File: src/rtl/tx_ring_walker.sv
module tx_ring_walker #(
  parameter int MAX_DESC  = 1024,
  parameter int MAX_FRAME = 2032,
  parameter int AW        = 32
) (
  input  logic          clk,
  input  logic          rst_n,
  input  logic [31:0]   ctrl_word,
  input  logic          kick,
  input  logic          base_wr,
  input  logic [AW-1:0] base_wdata,
  output logic          busy,
  output logic          mem_req,
  output logic          mem_we,
  output logic [AW-1:0] mem_addr,
  output logic [31:0]   mem_wdata,
  input  logic          mem_ack,
  input  logic [31:0]   mem_rdata,
  output logic          out_valid,
  input  logic          out_ready,
  output logic [7:0]    out_data,
  output logic          out_last,
  output logic          ev_txb,
  output logic          ev_txf,
  output logic          ev_babt
);
  localparam int FW = $clog2(MAX_FRAME + 1);
  localparam int CW = $clog2(MAX_DESC + 1);

  typedef enum logic [2:0] {IDLE, RD_HEAD, RD_PTR, RD_BYTE, SEND, WR_BACK} st_t;

  st_t           st;
  logic [AW-1:0] base, cur, bptr;
  logic [15:0]   flags, len;
  logic [FW-1:0] left, fsize, room, eff;
  logic [CW-1:0] ndesc;
  logic [7:0]    byte_q, lane;
  logic          cut, hs;

  assign room = FW'(MAX_FRAME) - fsize;
  assign cut  = 32'(mem_rdata[15:0]) > 32'(room);
  assign eff  = cut ? room : FW'(mem_rdata[15:0]);
  assign hs   = out_valid && out_ready;

  always_comb begin
    case (bptr[1:0])
      2'd0:    lane = mem_rdata[31:24];
      2'd1:    lane = mem_rdata[23:16];
      2'd2:    lane = mem_rdata[15:8];
      default: lane = mem_rdata[7:0];
    endcase
  end

  assign busy      = st != IDLE;
  assign mem_req   = st == RD_HEAD || st == RD_PTR || st == RD_BYTE || st == WR_BACK;
  assign mem_we    = st == WR_BACK;
  assign mem_wdata = {flags & 16'h7FFF, len};
  assign out_valid = st == SEND;
  assign out_data  = byte_q;
  assign out_last  = flags[11] && left == FW'(1);

  always_comb begin
    case (st)
      RD_PTR:  mem_addr = cur + AW'(4);
      RD_BYTE: mem_addr = {bptr[AW-1:2], 2'b00};
      default: mem_addr = cur;
    endcase
  end

  always_ff @(posedge clk) begin
    if (!rst_n) begin
      st <= IDLE;
      base <= '0;
      cur <= '0;
      bptr <= '0;
      flags <= '0;
      len <= '0;
      left <= '0;
      fsize <= '0;
      ndesc <= '0;
      byte_q <= '0;
      ev_txb <= 1'b0;
      ev_txf <= 1'b0;
      ev_babt <= 1'b0;
    end else begin
      ev_txb <= 1'b0;
      ev_txf <= 1'b0;
      ev_babt <= 1'b0;
      case (st)
        IDLE: if (kick && ctrl_word[1]) begin
          st <= RD_HEAD;
          ndesc <= '0;
          fsize <= '0;
        end
        RD_HEAD: if (mem_ack) begin
          if (!mem_rdata[31]) st <= IDLE;
          else begin
            flags <= mem_rdata[31:16];
            len <= mem_rdata[15:0];
            left <= eff;
            ev_babt <= cut;
            st <= RD_PTR;
          end
        end
        RD_PTR: if (mem_ack) begin
          bptr <= mem_rdata[AW-1:0];
          st <= (left == '0) ? WR_BACK : RD_BYTE;
        end
        RD_BYTE: if (mem_ack) begin
          byte_q <= lane;
          st <= SEND;
        end
        SEND: if (hs) begin
          bptr <= bptr + AW'(1);
          left <= left - FW'(1);
          fsize <= fsize + FW'(1);
          st <= (left == FW'(1)) ? WR_BACK : RD_BYTE;
        end
        WR_BACK: if (mem_ack) begin
          ev_txb <= 1'b1;
          if (flags[11]) begin
            ev_txf <= 1'b1;
            fsize <= '0;
          end
          cur <= flags[13] ? base : cur + AW'(8);
          ndesc <= ndesc + CW'(1);
          st <= (ndesc == CW'(MAX_DESC - 1)) ? IDLE : RD_HEAD;
        end
        default: st <= IDLE;
      endcase
      if (base_wr) begin
        base <= {base_wdata[AW-1:2], 2'b00};
        cur <= {base_wdata[AW-1:2], 2'b00};
      end
    end
  end
endmodule

File: config.mk
export PLATFORM = sky130hd
export DESIGN_NAME = tx_ring_walker
export DESIGN_NICKNAME = d
export VERILOG_FILES = /design/src/rtl/tx_ring_walker.sv
export SDC_FILE = /design/constraint.sdc
export NUM_CORES = 1
export LEC_CHECK = 0
export CAP_MARGIN = 30
export CORE_MARGIN = 10
export CORE_UTILIZATION = 54
export DETAILED_ROUTE_END_ITERATION = 8
export HOLD_SLACK_MARGIN = 0.12
export PLACE_DENSITY = 0.9
export SYNTH_ARGS = -nofsm -noshare
export SYNTH_HDL_FRONTEND = slang
export SYNTH_SLANG_ARGS = --single-unit
File: constraint.sdc
create_clock -name clk -period 4.15 [get_ports clk]
set_clock_uncertainty 0.1 [all_clocks]
set_input_delay 0.415 -clock clk [delete_from_list [all_inputs] [get_ports clk]]
set_output_delay 0.415 -clock clk [all_outputs]
set_load 0.005 [all_outputs]
# Yosys cells after proc, flatten, opt, wreduce, memory -nomap -nowiden
# Index checks and enable logic that the tools add are counted.
# op_classes
add_sub_neg	7
multipliers	0
div_mod_pow	0
n_lt_le_gt_ge	1
eq_ne	17
shifts	0
mux	34
n_bitwise	1
n_reduce_logical	29
# ops
operator	n
$mux 32	6
$pmux 32 s2	2
$mux 11	9
$pmux 11 s2	2
$pmux 11 s3	1
$add 32x1->32 const B	1
$add 32x3->32 const B	1
$add 32x4->32 const B	1
$mux 3	8
$pmux 8 s3	1
$add 11x1->11 const B	2
$pmux 3 s6	1
$gt 16x11->1	1
$reduce_and 3->1	4
$eq 11x1->1 const B	1
$eq 11x10->1 const B	1
$logic_not 11->1	1
$sub 11x1->11 const B	1
$sub 11x11->11 const A	1
$ne 2x2->1 const B	5
$reduce_bool 2->1	5
$reduce_and 2->1	4
$reduce_and 4->1	2
$eq 3x2->1 const B	2
other kinds (16)	26
# word_totals
regBits	172
latchBits	0
ram_bits	0
mem_bits_ro	0
out_inout_bits	80
mem_count	0

# Longest topological paths before layout
# Gate-level depths: netlist (run 1).
# logic_depth
word_depth	6
ltp_mapped	13
depth_no_buf	12

# Worst setup path before layout (run 1)
# OpenSTA, ideal clock, no wires.
# synth_timing
path_kind	reg-to-reg
startpoint	register fsize[2]
endpoint	register left[7]
setup_time_ns	0.115
t_arrival_ns	3.051
required_ns	3.935
slack_ns	0.885
path_stages_with_launch	12
path_cell_list	dfxtp_1 clkbuf_1 o41ai_2 nor2_1 xor2_1 ha_1 a21o_1 a21oi_1 or4b_1 o22ai_2 mux2_2 a2111oi_0
# synth_via
elab_chain_len	6
# synth_lines
element	line	text
start: declaration	35	logic [FW-1:0] left, fsize, room, eff;
start signal: assignment	116	fsize <= fsize + FW'(1);
$sub 11x11->11 (*)	40	assign room = FW'(MAX_FRAME) - fsize;
$gt 16x11->1	41	assign cut = 32'(mem_rdata[15:0]) > 32'(room);
$mux 11 (*)	42	assign eff = cut ? room : FW'(mem_rdata[15:0]);
$mux 11 (*)	96	if (!mem_rdata[31]) st <= IDLE;
$mux 11 (*)	95	RD_HEAD: if (mem_ack) begin
$pmux 11 s2 (*)	89	case (st)
end signal: assignment	115	left <= left - FW'(1);
end: declaration	35	
# Every way passes the cells marked *; elsewhere a longest branch is shown, timed or not. The select of a mux whose other input is x is not followed.
# A chain may end at the register's enable or synchronous reset.

# Worst setup path in the final report (run 1)
# layout_timing
startpoint	register cur[3]
endpoint	output port mem_addr[27]
# layout_via
elab_chain_len	2
# layout_lines
element	line	text
start: declaration	33	logic [AW-1:0] base, cur, bptr;
start signal: assignment	125	cur <= flags[13] ? base : cur + AW'(8);
start signal: assignment	133	cur <= {base_wdata[AW-1:2], 2'b00};
$add 32x3->32	64	RD_PTR: mem_addr = cur + AW'(4);
$pmux 32 s2	63	case (st)
end: declaration	15	output logic [AW-1:0] mem_addr,
# Every way passes these cells.

==> results of run 1 <==
[cells in the final DEF (no fill, tap or decap), drive strengths merged, types with 10 or more instances in the layout]
master and count:
a211oi 10, a21oi 164, a221oi 11, a22oi 22, a31oi 12, and2 10
and3 24, buf 24, clkbuf 17, clkdlybuf4s50 146, dfxtp 172, ha 22
inv 39, mux2i 29, nand2 175, nand2b 22, nand3 49, nand4 20
nor2 158, nor3 35, nor4 16, o21ai 85, o221ai 10, o22ai 24
or3 15, xnor2 13, xor2 27
[Yosys cell counts, types with 11 or more instances]
library cell,count,area [sq um]
nor2_1,157,589
and3_1,24,150
or3_1,14,87.6
clkbuf_1,95,357
dfxtp_1,172,3440
nand2_1,174,653
nor4_1,11,68.8
xnor2_1,13,114
nand2b_1,22,138
inv_1,32,120
nand3_1,49,245
o22ai_1,23,144
ha_1,22,275
nand4_1,19,119
nor3_1,34,170
mux2i_1,29,290
xor2_1,27,236
a22oi_1,22,165
o21ai_0,84,420
a31oi_1,12,75.1
a21oi_1,164,821
buf_1,11,41.3
[layout make-up]
class                   count  area (sq um)  share of cell area, %
flip-flops and latches    172          3440                   27.9
multi-input cells        1072          6300                   50.9
clock buffers              17           425                   3.44
repair buffers            170          1650                   13.4
clock inverters            15           133                   1.07
inverters                  33           125                   1.01
well taps                 234           293                   2.37
[per-stage QoR]
stage	cell area (sq um)	utilization, %	total power (W)	worst slack, ps
finish	12400	65.9	0.00429	249
global route	12400	65.9	0.00447	50.9
floorplan	10300	-	0.00243	885
CTS	12400	65.9	0.00428	276
detailed placement	11800	62.9	0.00276	554
global placement	11800	62.9	0.00273	589
[registers in the layout, summed over array words and instances, names as in the netlist]
signal	flops
base	30
bptr	32
cur	32
ev_babt	1
ev_txb	1
ev_txf	1
flags	15
fsize	11
left	11
len	16
ndesc	11
out_data	8
st	3
[per-layer routing]
| metal | GRT usage, % | vias up | part of all wire [%] |
|---|---|---|---|
| met2 | 43.6 | 516 | 49 |
| met5 | 0 | - | 0 |
| met3 | 5.59 | 84 | 8.1 |
| met1 | 30.7 | 5047 | 39 |
| met4 | 10.2 | 0 | 3.3 |
| li1 | - | 5150 | - |
[critical path: cells and delay by family, from the launching register on]
family | cells | cell delay (ps)
adder cells (fa/ha/maj) | 1 | 250
AO/OA/AOI/OAI | 2 | 150
buffers and inverters | 2 | 630
flip-flops | 1 | 350
AND/OR/NAND/NOR | 3 | 1560
[final timing paths]
| kind | from | endpoint | depth (start not counted) |
|---|---|---|---|
| max reg2reg | fsize[0]$_SDFFE_PN0P_ | left[9]$_SDFFE_PN0P_ | 13 |
| min | len[3]$_SDFFE_PN0P_ | len[3]$_SDFFE_PN0P_ | 2 |
| max | cur[3]$_SDFFE_PN0P_ | mem_addr[27] | 8 |
| min reg2reg | len[3]$_SDFFE_PN0P_ | len[3]$_SDFFE_PN0P_ | 2 |
[cells by family after synthesis]
logic type,count (synthesis)
compound gates,414
buf+inv,149
xor+xnor,40
simple gates,559
fa+ha+maj,22
flops,172
mux,36
other cells,1
[power breakdown]
| part | internal, W | switching [W] |
|---|---|---|
| combinational | 0.000403 | 0.000515 |
| clock | 0.000787 | 0.000761 |
| sequential | 0.00173 | 0.0000957 |
==> summary.md, run 1 <==
| Metric | Value |
|---|---|
| Antenna viol nets, final | `0` |
| Crit-path cells | `ha_1 > inv_1 > or3_4 > or3_1 > or4b_4 > o21ai_2 > a21oi_1 > clkdlybuf4s50_1` |
| Synthesis-stage register bit count | `172` |
| Fin nets | `1590` |
| CP peak stage delay | `around 550 ps` |
| Slowest CP cell | `or4b_4` |
| Antenna fix cells | `0` |
| Synth Area in Adders | `2.67%` |
| Clock Sink Count | `172` |
| PwrDens | `between 300 and 400 nW/um^2` |
| H-tree Lvls | `4` |
| Max clock buf depth | `2` |
| Hold Path Class | `flip-flop to flip-flop` |
| Slew @ Worst Pin | `1020 ps` |
| Final hold vios | `0` |
| CTS buffer count | `17` |
| Synth Area in XOR/XNOR | `approximately 3.4%` |
| # IOs | `182` |
| FFs w/ async S/R, synth | `0%` |
| RD Place Congestion | `between 0.9 and 1` |
| I/O Buffers | `between 100 and 150` |
| Min Tclk post-route | `3900 ps` |
| Cell Rows | `50` |
| Starting density of the core | `54.9%` |
| YS warnings | `0` |
| Clk Latency, worst-skew pair | `440 ps` |
| Root Driver | `clkbuf_16` |
| Setup TNS Final | `0 ps` |
| Wirelength per Cell | `between 15 and 20 um` |
| Max-Cap Viols | `0` |
| Die width | `158 um` |
| Startpoint Class | `flip-flop` |
| CTS tree | `built` |
| Crit path capture type | `output port` |
| Chip height | `about 160 um` |
| Post-Syn Area per Cell | `7.40 sq um` |
| Worst reg2reg setup slack | `410 ps` |
| First-pass GRT wire length | `about 52 mm` |
| Final wirelength | `32.4 mm` |
| Setup bufs post-CTS | `0` |
| Post-Synth Simple-Gate Area | `26.2%` |
| Max Fclk | `between 200 and 300 MHz` |
| Worst slew margin | `31.9%` |
| Main synth FF type | `dfxtp_1` |
| Synth unique cells | `81` |
| Crit path kind | `flip-flop to output port` |
| Fin crit share | `94.0%` |
| RSZ-0062 raised after global routing | `false` |
| Post-synth EDFFs | `0` |
| Leakage power | `roughly 4.4 nW` |
| Ratio of cells with drive above 1 in the final layout | `6.69%` |
| First drt pass iteration count | `7` |
| Crit path required time | `3630 ps` |
| Post-DR vias/cell | `6.30` |
| Compound-gate portion of the synthesized area | `25.1%` |
| Synth Net Count | `1517` |
| Setup violations, final | `0` |
| DRC | `0` |
| Resize count post-CTS | `0` |
| WHS | `353 ps` |
| Initial antenna violation count | `0` |
| Largest family of logic cells by synthesized area | `simple AND/OR/NAND/NOR gates` |
| Pin count of the biggest net entering global routing | `61` |
| Placed cells | `1681` |
| Area growth, synth to finish | `20.0%` |
| Total global routing track utilization | `25.6%` |
| Fin cells | `approximately 1700` |
| CTS Hold Bufs | `0` |
| Final Slew Violations | `0` |
| Worst path arrival time | `3390 ps` |
| Outcome | `finished clean` |
| Worst Path Max Fanout | `13` |
| Detailed Place HPWL | `~23 mm` |
| Die Area | `~25000 sq um` |
| Area of the core | `roughly 19000 sq um` |
| Worst-path clk slew | `70 ps` |
| Post-Synthesis Cells | `1393` |
| Vias | `10797` |
| Mux share of post-synthesis cell area | `3.58%` |
| Gr ovfl total | `0` |
| Mapped Area | `10300 sq um` |
| Peak VDD IR | `around 0.28 mV` |
| Vias in the first global route | `around 10000` |
| Fillers | `1541` |
| Register area share after synthesis | `approximately a third` |
| DRT iter0 DRCs | `1374` |
(Power assumes the default switching activity.)
==> run 2, diff against run 1 <==
Settings changed: ABC_CLOCK_PERIOD_IN_PS set to 4150.
==> results of run 2 <==
No change in the layout: final DEF, timing and power equal those of run 1.
